## config.mk

```make
export PLATFORM = sky130hd
export DESIGN_NAME = multi_wdog
export DESIGN_NICKNAME = d
export VERILOG_FILES = /design/src/rtl/wdg_pkg.sv /design/src/rtl/wdg_addr_dec.sv /design/src/rtl/wdg_channel.sv /design/src/rtl/multi_wdog.sv
export SDC_FILE = /design/constraint.sdc
export NUM_CORES = 1
export LEC_CHECK = 0
export ABC_AREA = 1
export BUFFER_PORTS_ARGS = -buffer_cell sky130_fd_sc_hd__buf_4
export CORE_ASPECT_RATIO = 1.4
export CORE_MARGIN = 1.5
export CORE_UTILIZATION = 63
export CTS_CLUSTER_SIZE = 30
export DETAILED_ROUTE_END_ITERATION = 16
export PLACE_DENSITY = 0.81
export REMOVE_ABC_BUFFERS = 1
export SKIP_LAST_GASP = 1
export SLEW_MARGIN = 20
export SYNTH_ARGS = -nofsm -noshare
export SYNTH_HDL_FRONTEND = slang
export SYNTH_SLANG_ARGS = --single-unit
```

## constraint.sdc

```tcl
create_clock -name clk -period 2.4 [get_ports clk]
set_input_delay 0.36 -clock clk [delete_from_list [all_inputs] [get_ports clk]]
set_output_delay 0.36 -clock clk [all_outputs]
set_load 0.005 [all_outputs]
```

## src/rtl/wdg_pkg.sv

```systemverilog
package wdg_pkg;
    // register field selected by addr[3:2]
    typedef enum logic [1:0] {
        FLD_TIME  = 2'd0,
        FLD_FIRE  = 2'd1,
        FLD_WARN  = 2'd2,
        FLD_CTRL  = 2'd3
    } wdg_field_e;

    typedef enum logic [1:0] {
        CH_IDLE  = 2'd0,
        CH_ARMED = 2'd1,
        CH_FIRED = 2'd2
    } ch_state_e;

    // control word bit positions
    localparam int CTL_IRQ_EN = 0;
    localparam int CTL_IRQ_ST = 1;
    localparam int CTL_RST_EN = 2;
    localparam int CTL_W      = 3;
endpackage

```

## src/rtl/wdg_addr_dec.sv

```systemverilog
module wdg_addr_dec
    import wdg_pkg::*;
#(
    parameter int NUM_CH = 3,
    parameter int ADDR_W = 6,
    parameter int WARN_CH = 0
) (
    input  logic [ADDR_W-1:0] addr,
    output logic [NUM_CH-1:0] ch_sel,
    output wdg_field_e        field
);
    localparam int CH_LSB = 4;
    localparam int CH_W   = ADDR_W - CH_LSB;

    logic [CH_W-1:0] ch_idx;
    logic            aligned;

    assign ch_idx  = addr[ADDR_W-1:CH_LSB];
    assign aligned = (addr[1:0] == 2'b00);
    assign field   = wdg_field_e'(addr[3:2]);

    for (genvar i = 0; i < NUM_CH; i++) begin : g_sel
        // warning threshold exists only on the warning channel
        assign ch_sel[i] = aligned && (ch_idx == CH_W'(i)) &&
                           ((field != FLD_WARN) || (i == WARN_CH));
    end

    always_comb begin
        AST_SEL_ONEHOT: assert ($onehot0(ch_sel));
    end
endmodule

```

## src/rtl/wdg_channel.sv

```systemverilog
module wdg_channel
    import wdg_pkg::*;
#(
    parameter int CNT_W    = 32,
    parameter bit HAS_WARN = 1'b0
) (
    input  logic             clk,
    input  logic             rst_n,
    input  logic             ref_tick,
    input  logic             wr_time,
    input  logic             wr_fire,
    input  logic             wr_warn,
    input  logic             wr_ctrl,
    input  logic [CNT_W-1:0] wdata,
    output logic [CNT_W-1:0] time_o,
    output logic [CNT_W-1:0] fire_lim_o,
    output logic [CNT_W-1:0] warn_lim_o,
    output logic [CTL_W-1:0] ctrl_o,
    output logic             fire_o,
    output logic             irq_o
);
    logic [CNT_W-1:0] time_q;
    logic [CNT_W-1:0] fire_lim_q;
    logic             rst_en_q;
    logic             expired;
    ch_state_e        state_q;
    ch_state_e        state_d;

    // elapsed-time counter: a write wins over a tick
    always_ff @(posedge clk or negedge rst_n) begin
        if (!rst_n) begin
            time_q <= '0;
        end else if (wr_time) begin
            time_q <= wdata;
        end else if (ref_tick) begin
            time_q <= time_q + CNT_W'(1);
        end
    end

    always_ff @(posedge clk or negedge rst_n) begin
        if (!rst_n) begin
            fire_lim_q <= '1;
            rst_en_q   <= 1'b0;
        end else begin
            if (wr_fire) begin
                fire_lim_q <= wdata;
            end
            if (wr_ctrl) begin
                rst_en_q <= wdata[CTL_RST_EN];
            end
        end
    end

    assign expired = rst_en_q && (time_q >= fire_lim_q);

    // sequencer: state register
    always_ff @(posedge clk or negedge rst_n) begin
        if (!rst_n) begin
            state_q <= CH_IDLE;
        end else begin
            state_q <= state_d;
        end
    end

    // sequencer: next state
    always_comb begin
        state_d = state_q;
        unique case (state_q)
            CH_IDLE: begin
                if (expired)       state_d = CH_FIRED;
                else if (rst_en_q) state_d = CH_ARMED;
            end
            CH_ARMED: begin
                if (expired)        state_d = CH_FIRED;
                else if (!rst_en_q) state_d = CH_IDLE;
            end
            CH_FIRED: state_d = CH_FIRED;
            default:  state_d = CH_IDLE;
        endcase
    end

    // sequencer: outputs
    always_comb begin
        fire_o = (state_q == CH_FIRED);
    end

    assign time_o     = time_q;
    assign fire_lim_o = fire_lim_q;

    generate
        if (HAS_WARN) begin : g_warn
            logic [CNT_W-1:0] warn_lim_q;
            logic             irq_en_q;
            logic             irq_st_q;
            logic             warn_hit;
            logic             clr_req;

            assign warn_hit = irq_en_q && (time_q >= warn_lim_q);
            assign clr_req  = wr_ctrl && wdata[CTL_IRQ_ST];

            always_ff @(posedge clk or negedge rst_n) begin
                if (!rst_n) begin
                    warn_lim_q <= '0;
                    irq_en_q   <= 1'b0;
                    irq_st_q   <= 1'b0;
                end else begin
                    if (wr_warn) begin
                        warn_lim_q <= wdata;
                    end
                    if (wr_ctrl) begin
                        irq_en_q <= wdata[CTL_IRQ_EN];
                    end
                    irq_st_q <= (irq_st_q && !clr_req) || warn_hit;
                end
            end

            assign warn_lim_o = warn_lim_q;
            assign irq_o      = irq_st_q;
            assign ctrl_o     = {rst_en_q, irq_st_q, irq_en_q};

            AST_WARN_SET: assert property (@(posedge clk) disable iff (!rst_n)
                warn_hit |=> irq_o);
            AST_WARN_CLR: assert property (@(posedge clk) disable iff (!rst_n)
                (clr_req && !warn_hit) |=> !irq_o);
            AST_WARN_KEEP: assert property (@(posedge clk) disable iff (!rst_n)
                (irq_o && !clr_req) |=> irq_o);
        end else begin : g_nowarn
            logic unused_warn;
            assign unused_warn = wr_warn;
            assign warn_lim_o  = '0;
            assign irq_o       = 1'b0;
            assign ctrl_o      = {rst_en_q, 2'b00};
        end
    endgenerate

    AST_CNT_STEP: assert property (@(posedge clk) disable iff (!rst_n)
        (ref_tick && !wr_time) |=> time_q == $past(time_q) + CNT_W'(1));
    AST_CNT_LOAD: assert property (@(posedge clk) disable iff (!rst_n)
        wr_time |=> time_q == $past(wdata));
    AST_FIRE_DUE: assert property (@(posedge clk) disable iff (!rst_n)
        (rst_en_q && time_q >= fire_lim_q) |=> fire_o);
    AST_FIRE_HOLD: assert property (@(posedge clk) disable iff (!rst_n)
        fire_o |=> fire_o);
    AST_NO_FIRE: assert property (@(posedge clk) disable iff (!rst_n)
        (!fire_o && !rst_en_q) |=> !fire_o);
endmodule

```

## src/rtl/multi_wdog.sv

```systemverilog
module multi_wdog
    import wdg_pkg::*;
#(
    parameter int NUM_CH   = 3,
    parameter int CNT_W    = 32,
    parameter int ADDR_W   = 6,
    parameter int DATA_W   = 32,
    parameter int RECOV_CH = 0
) (
    input  logic              clk,
    input  logic              rst_n,
    input  logic              ref_tick,
    input  logic              wr_en,
    input  logic              rd_en,
    input  logic [ADDR_W-1:0] addr,
    input  logic [DATA_W-1:0] wdata,
    output logic [DATA_W-1:0] rdata,
    output logic              irq,
    output logic              recov_rst,
    output logic              sys_rst
);
    logic [NUM_CH-1:0] ch_sel;
    wdg_field_e        field;
    logic [CNT_W-1:0]  time_v  [NUM_CH];
    logic [CNT_W-1:0]  fire_v  [NUM_CH];
    logic [CNT_W-1:0]  warn_v  [NUM_CH];
    logic [CTL_W-1:0]  ctrl_v  [NUM_CH];
    logic [NUM_CH-1:0] fire_vec;
    logic [NUM_CH-1:0] irq_vec;
    logic [NUM_CH-1:0] norm_vec;
    logic [DATA_W-1:0] rd_mux;

    wdg_addr_dec #(
        .NUM_CH (NUM_CH),
        .ADDR_W (ADDR_W),
        .WARN_CH(RECOV_CH)
    ) u_dec (
        .addr  (addr),
        .ch_sel(ch_sel),
        .field (field)
    );

    for (genvar i = 0; i < NUM_CH; i++) begin : g_ch
        wdg_channel #(
            .CNT_W   (CNT_W),
            .HAS_WARN(i == RECOV_CH)
        ) u_ch (
            .clk       (clk),
            .rst_n     (rst_n),
            .ref_tick  (ref_tick),
            .wr_time   (wr_en && ch_sel[i] && (field == FLD_TIME)),
            .wr_fire   (wr_en && ch_sel[i] && (field == FLD_FIRE)),
            .wr_warn   (wr_en && ch_sel[i] && (field == FLD_WARN)),
            .wr_ctrl   (wr_en && ch_sel[i] && (field == FLD_CTRL)),
            .wdata     (wdata[CNT_W-1:0]),
            .time_o    (time_v[i]),
            .fire_lim_o(fire_v[i]),
            .warn_lim_o(warn_v[i]),
            .ctrl_o    (ctrl_v[i]),
            .fire_o    (fire_vec[i]),
            .irq_o     (irq_vec[i])
        );
        assign norm_vec[i] = (i != RECOV_CH) && fire_vec[i];
    end

    always_comb begin
        rd_mux = '0;
        for (int i = 0; i < NUM_CH; i++) begin
            if (ch_sel[i]) begin
                unique case (field)
                    FLD_TIME: rd_mux = DATA_W'(time_v[i]);
                    FLD_FIRE: rd_mux = DATA_W'(fire_v[i]);
                    FLD_WARN: rd_mux = DATA_W'(warn_v[i]);
                    FLD_CTRL: rd_mux = DATA_W'(ctrl_v[i]);
                    default:  rd_mux = '0;
                endcase
            end
        end
    end

    always_ff @(posedge clk or negedge rst_n) begin
        if (!rst_n) begin
            rdata <= '0;
        end else if (rd_en) begin
            rdata <= rd_mux;
        end
    end

    assign irq       = |irq_vec;
    assign recov_rst = fire_vec[RECOV_CH];
    assign sys_rst   = |norm_vec;

    AST_RDATA_HOLD: assert property (@(posedge clk) disable iff (!rst_n)
        !rd_en |=> $stable(rdata));
    AST_SYS_HOLD: assert property (@(posedge clk) disable iff (!rst_n)
        sys_rst |=> sys_rst);
endmodule

```

==> summary.md, run 1 <==
| Metric | Value |
|---|---|
| Critical path destination | `g_ch[0].u_ch.time_o[26]` |
| Post-synth cell types | `35` |
| WP data required | `approximately 2.9 ns` |
| Worst EP arrival | `between 2 and 3 ns` |
| 1st-iter DRT viols | `1,553` |
| Detailed placer's ending HPWL | `approximately 46,000 um` |
| Worst slack, placed | `-0.188 ns` |
| Vias in the first global route | `approximately 18,000` |
| Slew Limit Fails | `0` |
| Drt total wl | `between 60,000 and 70,000 um` |
| Fin area | `~0.02 sq mm` |
| Synthesis Warnings | `0` |
| Area after DPL | `between 0.015 and 0.02 sq mm` |
| Die ar. | `~0.029 sq mm` |
| Chip width | `between 100 and 150 um` |
| Met3 Use GR | `a little over 5%` |
| PD cells | `slightly below 800 mW/mm^2` |
| Row Count | `72` |
| Layout cell share with drive strength beyond 1 | `~12%` |
| First-pass iteration count of the detailed router | `8` |
| Core ar. | `about 0.028 sq mm` |
| Die span in y | `approximately 200 um` |
| CP Launch Point | `g_ch[0].u_ch.time_o[1]` |
| Worst-margin pin slew | `~1.1 ns` |
| Cell count along the critical path | `10` |
| Main area contributors after synthesis | `dfrtp_1 (24%), nand2_1 (16%), dfstp_2 (14%)` |
| Startpoint types | `flip-flop` |
| Routed via count | `roughly 18,000` |
| IO Port Bufs | `77` |
| Hold Fails Final Rpt | `0` |
| Gr usage total | `42.8%` |
| Pleak | `just over 9 nW` |
| Placer Congestion | `1.01` |
| DRT antenna net count | `0` |
| Worst Path Max Fanout | `6` |
| NumNets Final | `2,730` |
| Reg2Reg Launch Point | `g_ch[0].u_ch.time_o[1]` |
| Final WS setup | `0.205 ns` |
| R2R Setup Slk | `0.21 ns` |
| Initial Util | `roughly 64%` |
| N_diodes | `0` |
| R2r endpoint | `g_ch[0].u_ch.time_o[26]` |
| # IOs | `between 70 and 80` |
| Filler instances | `between 2,000 and 2,500` |
| Tcrit/Tclk final | `about nine tenths` |
| GR met2 Demand/Resource | `69.3%` |
| CTS Buffer Depth | `3` |
| Average instance area after synthesis | `just over 7 sq um` |
| Async SR Flop Fraction | `100%` |
| CTS buffer count | `29` |
| Max Cap Viol | `0` |
| Most frequent CP cell | `nand3_1` |
| Main synth FF type | `dfrtp_1` |
| Layout area overhead | `12.4%` |
| WHS | `0.0174 ns` |
| CP max stage cell | `dfrtp_1` |
| GR peak layer | `met2` |
| Slew headroom | `27.1%` |
| Delay-heaviest family, CP | `simple AND/OR/NAND/NOR gates` |
| Bufs and invs on worst path | `0` |
| Hold Crit Class | `input pin to flip-flop` |
| Total gr overflow | `0` |
| Peak supply drop | `about 0.00071 V` |
| Synth Cell Area | `around 0.018 sq mm` |
| TritonCTS clock tree | `yes` |
| Clock Skew | `approximately 0.014 ns` |
| RSZ-0062 raised after global routing | `no` |
| Vias per inst | `slightly above 6` |
| Final setup vio count | `0` |
| Path depth of the worst reg2reg path | `10` |
| Critical path capture point type | `flip-flop` |
| Met1 usage | `roughly half` |
| Worst skew pair latency | `roughly 0.58 ns` |
| Clk root buf | `clkbuf_16` |
| Crit path kind | `flip-flop to flip-flop` |
| Largest net degree at the start of global routing | `66` |
| Remaining DRCs | `0` |
| Peak Freq | `0.456 GHz` |
| Number of synthesized register bits | `roughly 270` |
| Worst stage delay on the critical path | `slightly below 0.5 ns` |
| Sequential share of the synthesized area | `roughly two fifths` |
| Cells after Synth | `2,476` |
| Clock transition at the registers of the reported paths | `about 0.070 ns` |
| H-Tree Depth | `1` |
| Synth cell count leaders | `nand2_1 (738), inv_1 (346), o21ai_0 (240)` |
| CTS sink cnt | `~270` |
| First-pass GRT wire length | `about 100,000 um` |
| Yosys top cell area share | `about a quarter` |
| WL per Instance | `approximately 21 um` |
| Tmin final | `between 2 and 2.5 ns` |
| Synth area leader | `dfrtp_1` |
| Antenna violations before repair | `0` |
| Critical-path cell list | `ha_1 -> nand3_1 -> nor2_2 -> nand2_1 -> nor2_2 -> nand3_1 -> nor2_1 -> nand2_1 -> nand3_1 -> nand3_1` |
| Most frequent cell after synthesis | `nand2_1` |
| Number of synthesized flops with an enable pin | `0` |
| Fin Setup TNS | `0 ns` |
| Outcome | `completed` |
[layout make-up]
| cell class | count | area (sq um) | share of cell area [%] |
|---|---|---|---|
| multi-input cells | 1771 | 9390 | 46.8 |
| flip-flops and latches | 267 | 6800 | 33.9 |
| inverters | 355 | 1330 | 6.65 |
| clock inverters | 12 | 120 | 0.599 |
| repair buffers | 132 | 1110 | 5.55 |
| clock buffers | 41 | 831 | 4.14 |
| well taps | 370 | 463 | 2.31 |
[tightest hold or removal path: cells and delay by family]
family | cells | cell delay (ns)
simple gates | 2 | 0.11
buf+inv | 1 | 0.08
[per-layer routing]
metal	share of wire (%)	vias up
li1	-	8230
met1	37	8453
met2	46	1014
met3	7.7	278
met4	9.0	0
met5	0	-
[logic make-up after synthesis]
| group | share of synthesized area (%) |
|---|---|
| and+or+nand+nor | 25.2 |
| AOI/OAI and AO/OA | 15.3 |
| buffers and inverters | 9.40 |
| DFF | 38.1 |
| adders and majority gates | 9.19 |
| xor gates and xnor gates | 2.85 |
[timing repair]
| item | 4_1_cts | 5_1_grt |
|---|---|---|
| endpoints found under the setup margin | 0 | 2 |
| hold endpoints to repair | 46 | 0 |
| hold buffers | 1 | 0 |
| setup buffers | 0 | 0 |
| resized for setup | 0 | 2 |
[how the worst min path moves through the flow]
stage,startpoint,to,slack (ns),depth (start not counted)
after floorplan,rst_n,g_ch[0].u_ch.g_warn.irq_en_q,0.06,0
after global placement,rst_n,g_ch[0].u_ch.warn_lim_o[26],0.36,1
after CTS,wdata[19],g_ch[1].u_ch.time_o[19],0.01,3
after global routing,wdata[13],g_ch[0].u_ch.time_o[13],0.02,3
final,wdata[19],g_ch[1].u_ch.time_o[19],0.02,3
after detailed placement,rst_n,g_ch[0].u_ch.warn_lim_o[29],0.36,1
[power breakdown]
part           switching [mW]  internal [mW]
clock                    1.96           2.62
combinational            3.08           1.81
sequential              0.852           5.34
[state kept, by name, summed over array words and instances (netlist names)]
signal / cells
g_ch.u_ch.irq_o: 1
g_ch.u_ch.time_o: 96
g_ch.u_ch.state_q: 6
g_ch.u_ch.warn_lim_o: 32
rdata: 32
g_ch.u_ch.rst_en_q: 3
g_ch.u_ch.g_warn.irq_en_q: 1
g_ch.u_ch.fire_lim_o: 96
[cells in the final DEF (no fill, tap or decap), types with 58 or more instances in the layout]
cell type / count
nand2_1: 735
inv_1: 346
o21ai_0: 240
dfrtp_1: 171
nor2_1: 150
ha_1: 131
buf_4: 121
nand3_1: 107
dfstp_2: 96
a21oi_1: 95
o22ai_1: 84
xor2_1: 58
[per-stage QoR]
| stage | cells | utilization (%) | power (mW) |
|---|---|---|---|
| after floorplan | 2393 | - | 9.22 |
| after global placement | 2894 | 68.8 | 10.7 |
| after detailed placement | 2894 | 68.8 | 10.9 |
| after CTS | 2948 | 72.3 | 15.5 |
| after global routing | 2948 | 72.3 | 16.5 |
| final | 2948 | 72.3 | 15.7 |
No activity file was read; power rests on OpenSTA's default activity.
==> run 2: changes to the inputs <==
--- a/config.mk
+++ b/config.mk
@@ -9,10 +9,10 @@
 export BUFFER_PORTS_ARGS = -buffer_cell sky130_fd_sc_hd__buf_4
 export CORE_ASPECT_RATIO = 1.4
 export CORE_MARGIN = 1.5
-export CORE_UTILIZATION = 63
+export CORE_UTILIZATION = 57
 export CTS_CLUSTER_SIZE = 30
 export DETAILED_ROUTE_END_ITERATION = 16
-export PLACE_DENSITY = 0.81
+export PLACE_DENSITY = 0.78
 export REMOVE_ABC_BUFFERS = 1
 export SKIP_LAST_GASP = 1
 export SLEW_MARGIN = 20
==> constraint.sdc (replaced) <==
create_clock -name clk -period 1.78 [get_ports clk]
set_input_delay 0.267 -clock clk [delete_from_list [all_inputs] [get_ports clk]]
set_output_delay 0.267 -clock clk [all_outputs]
set_load 0.1 [all_outputs]
==> summary.md, run 2 (synthesis results as in run 1) <==
| Metric | Value |
|---|---|
| Worst EP arrival | `2.28 ns` |
| Int Power | `~15 mW` |
| Hold Crit Class | `input pin to flip-flop` |
| Routed via count | `~19,000` |
| WL per Instance | `roughly 21 um` |
| Clk root buf | `clkbuf_16` |
| Slew headroom | `between 30% and 40%` |
| Failing checks | `setup timing` |
| Critical path capture point type | `flip-flop` |
| Comb power frac | `approximately 40%` |
| Commonest cells after routing, fill and taps aside | `nand2_1 (690), inv_1 (313), buf_4 (289), o21ai_0 (231), dfrtp_1 (149)` |
| Max Cap Viol | `0` |
| Placer Congestion | `slightly above 1` |
| Chip width | `approximately 150 um` |
| Worst Path Max Fanout | `2` |
| NetSw | `9.37 mW` |
| Tcrit/Tclk final | `100%` |
| Layout cell share with drive strength beyond 1 | `26.9%` |
| Layout area overhead | `31.0%` |
| TritonCTS clock tree | `yes` |
| Largest net degree at the start of global routing | `65` |
| CTS sink cnt | `roughly 270` |
| Area after DPL | `roughly 0.02 sq mm` |
| RSZ-0062 raised after global routing | `yes` |
| Tmin final | `1.78 ns` |
| Switch share | `a little under two fifths` |
| Gr usage total | `about two fifths` |
| First-pass GRT wire length | `99,900 um` |
| Clock Skew | `0.0111 ns` |
| Hold Path Origin | `wdata[26]` |
| Fin area | `0.0234 sq mm` |
| 1st-iter DRT viols | `approximately 1,600` |
| WP data required | `roughly 2.3 ns` |
| Pleak | `between 10 and 15 nW` |
| Final setup vio count | `2` |
| Hold Fails Final Rpt | `0` |
| Reg2Reg Launch Point | `g_ch[1].u_ch.fire_lim_o[30]` |
| IO Port Bufs | `between 70 and 80` |
| Most common cell after layout, fill and taps aside | `nand2_1` |
| Vias per inst | `slightly below 6` |
| Drt total wl | `between 60,000 and 70,000 um` |
| Slew Limit Fails | `0` |
| Row Count | `76` |
| Die ar. | `around 0.032 sq mm` |
| Peak supply drop | `approximately 0.0011 V` |
| Remaining DRCs | `0` |
| Worst skew pair latency | `about 0.57 ns` |
| Detailed placer's ending HPWL | `roughly 49,000 um` |
| N_diodes | `0` |
| Startpoint types | `flip-flop` |
| Finished Layout Cells | `roughly 3,200` |
| H-Tree Depth | `1` |
| Crit path kind | `flip-flop to flip-flop` |
| Final Util | `between 70% and 80%` |
| CTS buffer count | `29` |
| Outcome | `complete, but fails checks` |
| Total gr overflow | `0` |
| Clock transition at the registers of the reported paths | `roughly 0.06 ns` |
| Final WS setup | `-0.00177 ns` |
| Peak Freq | `0.561 GHz` |
| DRT antenna net count | `0` |
| Initial Util | `just under 60%` |
| NumNets Final | `between 2,000 and 3,000` |
| First-pass iteration count of the detailed router | `6` |
| PD cells | `about 1000 mW/mm^2` |
| Die span in y | `212 um` |
| Clock network power share | `a little over a quarter` |
| CTS Buffer Depth | `3` |
| Vias in the first global route | `about 18,000` |
| Placed cell count | `slightly above 3,000` |
| Worst-margin pin slew | `between 0.9 and 1 ns` |
| # IOs | `78` |
| Antenna violations before repair | `0` |
| CP Launch Point | `g_ch[1].u_ch.fire_lim_o[30]` |
| Seq pwr share | `around 34%` |
| Core ar. | `about 0.03 sq mm` |
[run 2: changes by cell type in the layout (fill, tap and decap cells not counted), sizes merged, moves of 2 or more]
cell and change:
bufinv +2, dlygate4sd3 +17, inv -2, buf +188, clkbuf +2
[run 2: final timing paths]
kind                                                to  slack [ns]  cells after the start
min reg2reg                                  rdata[28]        0.48                      2
max in group asynchronous  g_ch[1].u_ch.fire_lim_o[31]        0.87                      3
min in group asynchronous           g_ch[0].u_ch.irq_o        0.17                      2
max                            g_ch[1].u_ch.state_q[1]      -0.002                     10
min                            g_ch[2].u_ch.time_o[26]       0.004                      3
max reg2reg                    g_ch[1].u_ch.state_q[1]      -0.002                     10
[run 2: layout make-up]
| type | count | area (sq um) |
|---|---|---|
| clock inverter | 10 | 154 |
| multi-input combinational | 1771 | 10800 |
| tap | 390 | 488 |
| clock buffer | 43 | 848 |
| fill | 2321 | 7440 |
| inverter | 355 | 1330 |
| timing repair buffer | 337 | 2920 |
| sequential | 267 | 6830 |
[run 2: per-stage QoR]
step           setup TNS, ns  setup slack (ns)  total power [mW]  hold WS, ns
3_3_place_gp           -5.77            -0.236              15.5        0.149
5_1_grt               -0.533            -0.126              25.8      0.00937
6_report            -0.00271          -0.00177              24.5      0.00364
2_1_floorplan        -263.64             -1.86              12.8      -0.0286
3_5_place_dp           -9.18            -0.230              15.8        0.151
4_1_cts              -0.0547           -0.0413              22.8    0.0000144
[run 2: repair_timing]
action / 4_1_cts / 5_1_grt
buffers inserted: 4 / 18
hold buffers: 17 / 1
gates cloned: 0 / 0
pin swaps: 37 / 75
setup endpoints to repair: 15 / 60
gates resized for setup: 65 / 233
endpoints found under the hold margin: 201 / 1
[run 2: worst max-delay path, stage by stage (launching register included)]
cell	delay, ns
dfstp_2	0.54
inv_2	0.05
ha_4	0.27
nand2_4	0.06
nor2_4	0.11
nand4_1	0.19
a21oi_2	0.18
nor2_2	0.07
nand2_4	0.12
nand2_2	0.07
nand2_2	0.06
[run 2: power groups by stage]
stage | combinational (mW) | sequential, mW | clock [mW]
3_5_place_dp | 7.62 | 8.18 | 0
3_3_place_gp | 7.38 | 8.14 | 0
5_1_grt | 10.6 | 8.42 | 6.77
4_1_cts | 8.11 | 8.14 | 6.51
2_1_floorplan | 4.60 | 8.19 | 0
6_report | 9.72 | 8.30 | 6.50
[run 2: metal layers]
layer / share of wire [%] / routed length (um) / GRT usage [%]
met3: 6.8 / 4560 / 4.61
met1: 37 / 24800 / 47.8
met2: 48 / 32200 / 67.8
met4: 8.3 / 5560 / 28.5
met5: 0 / 0 / 0
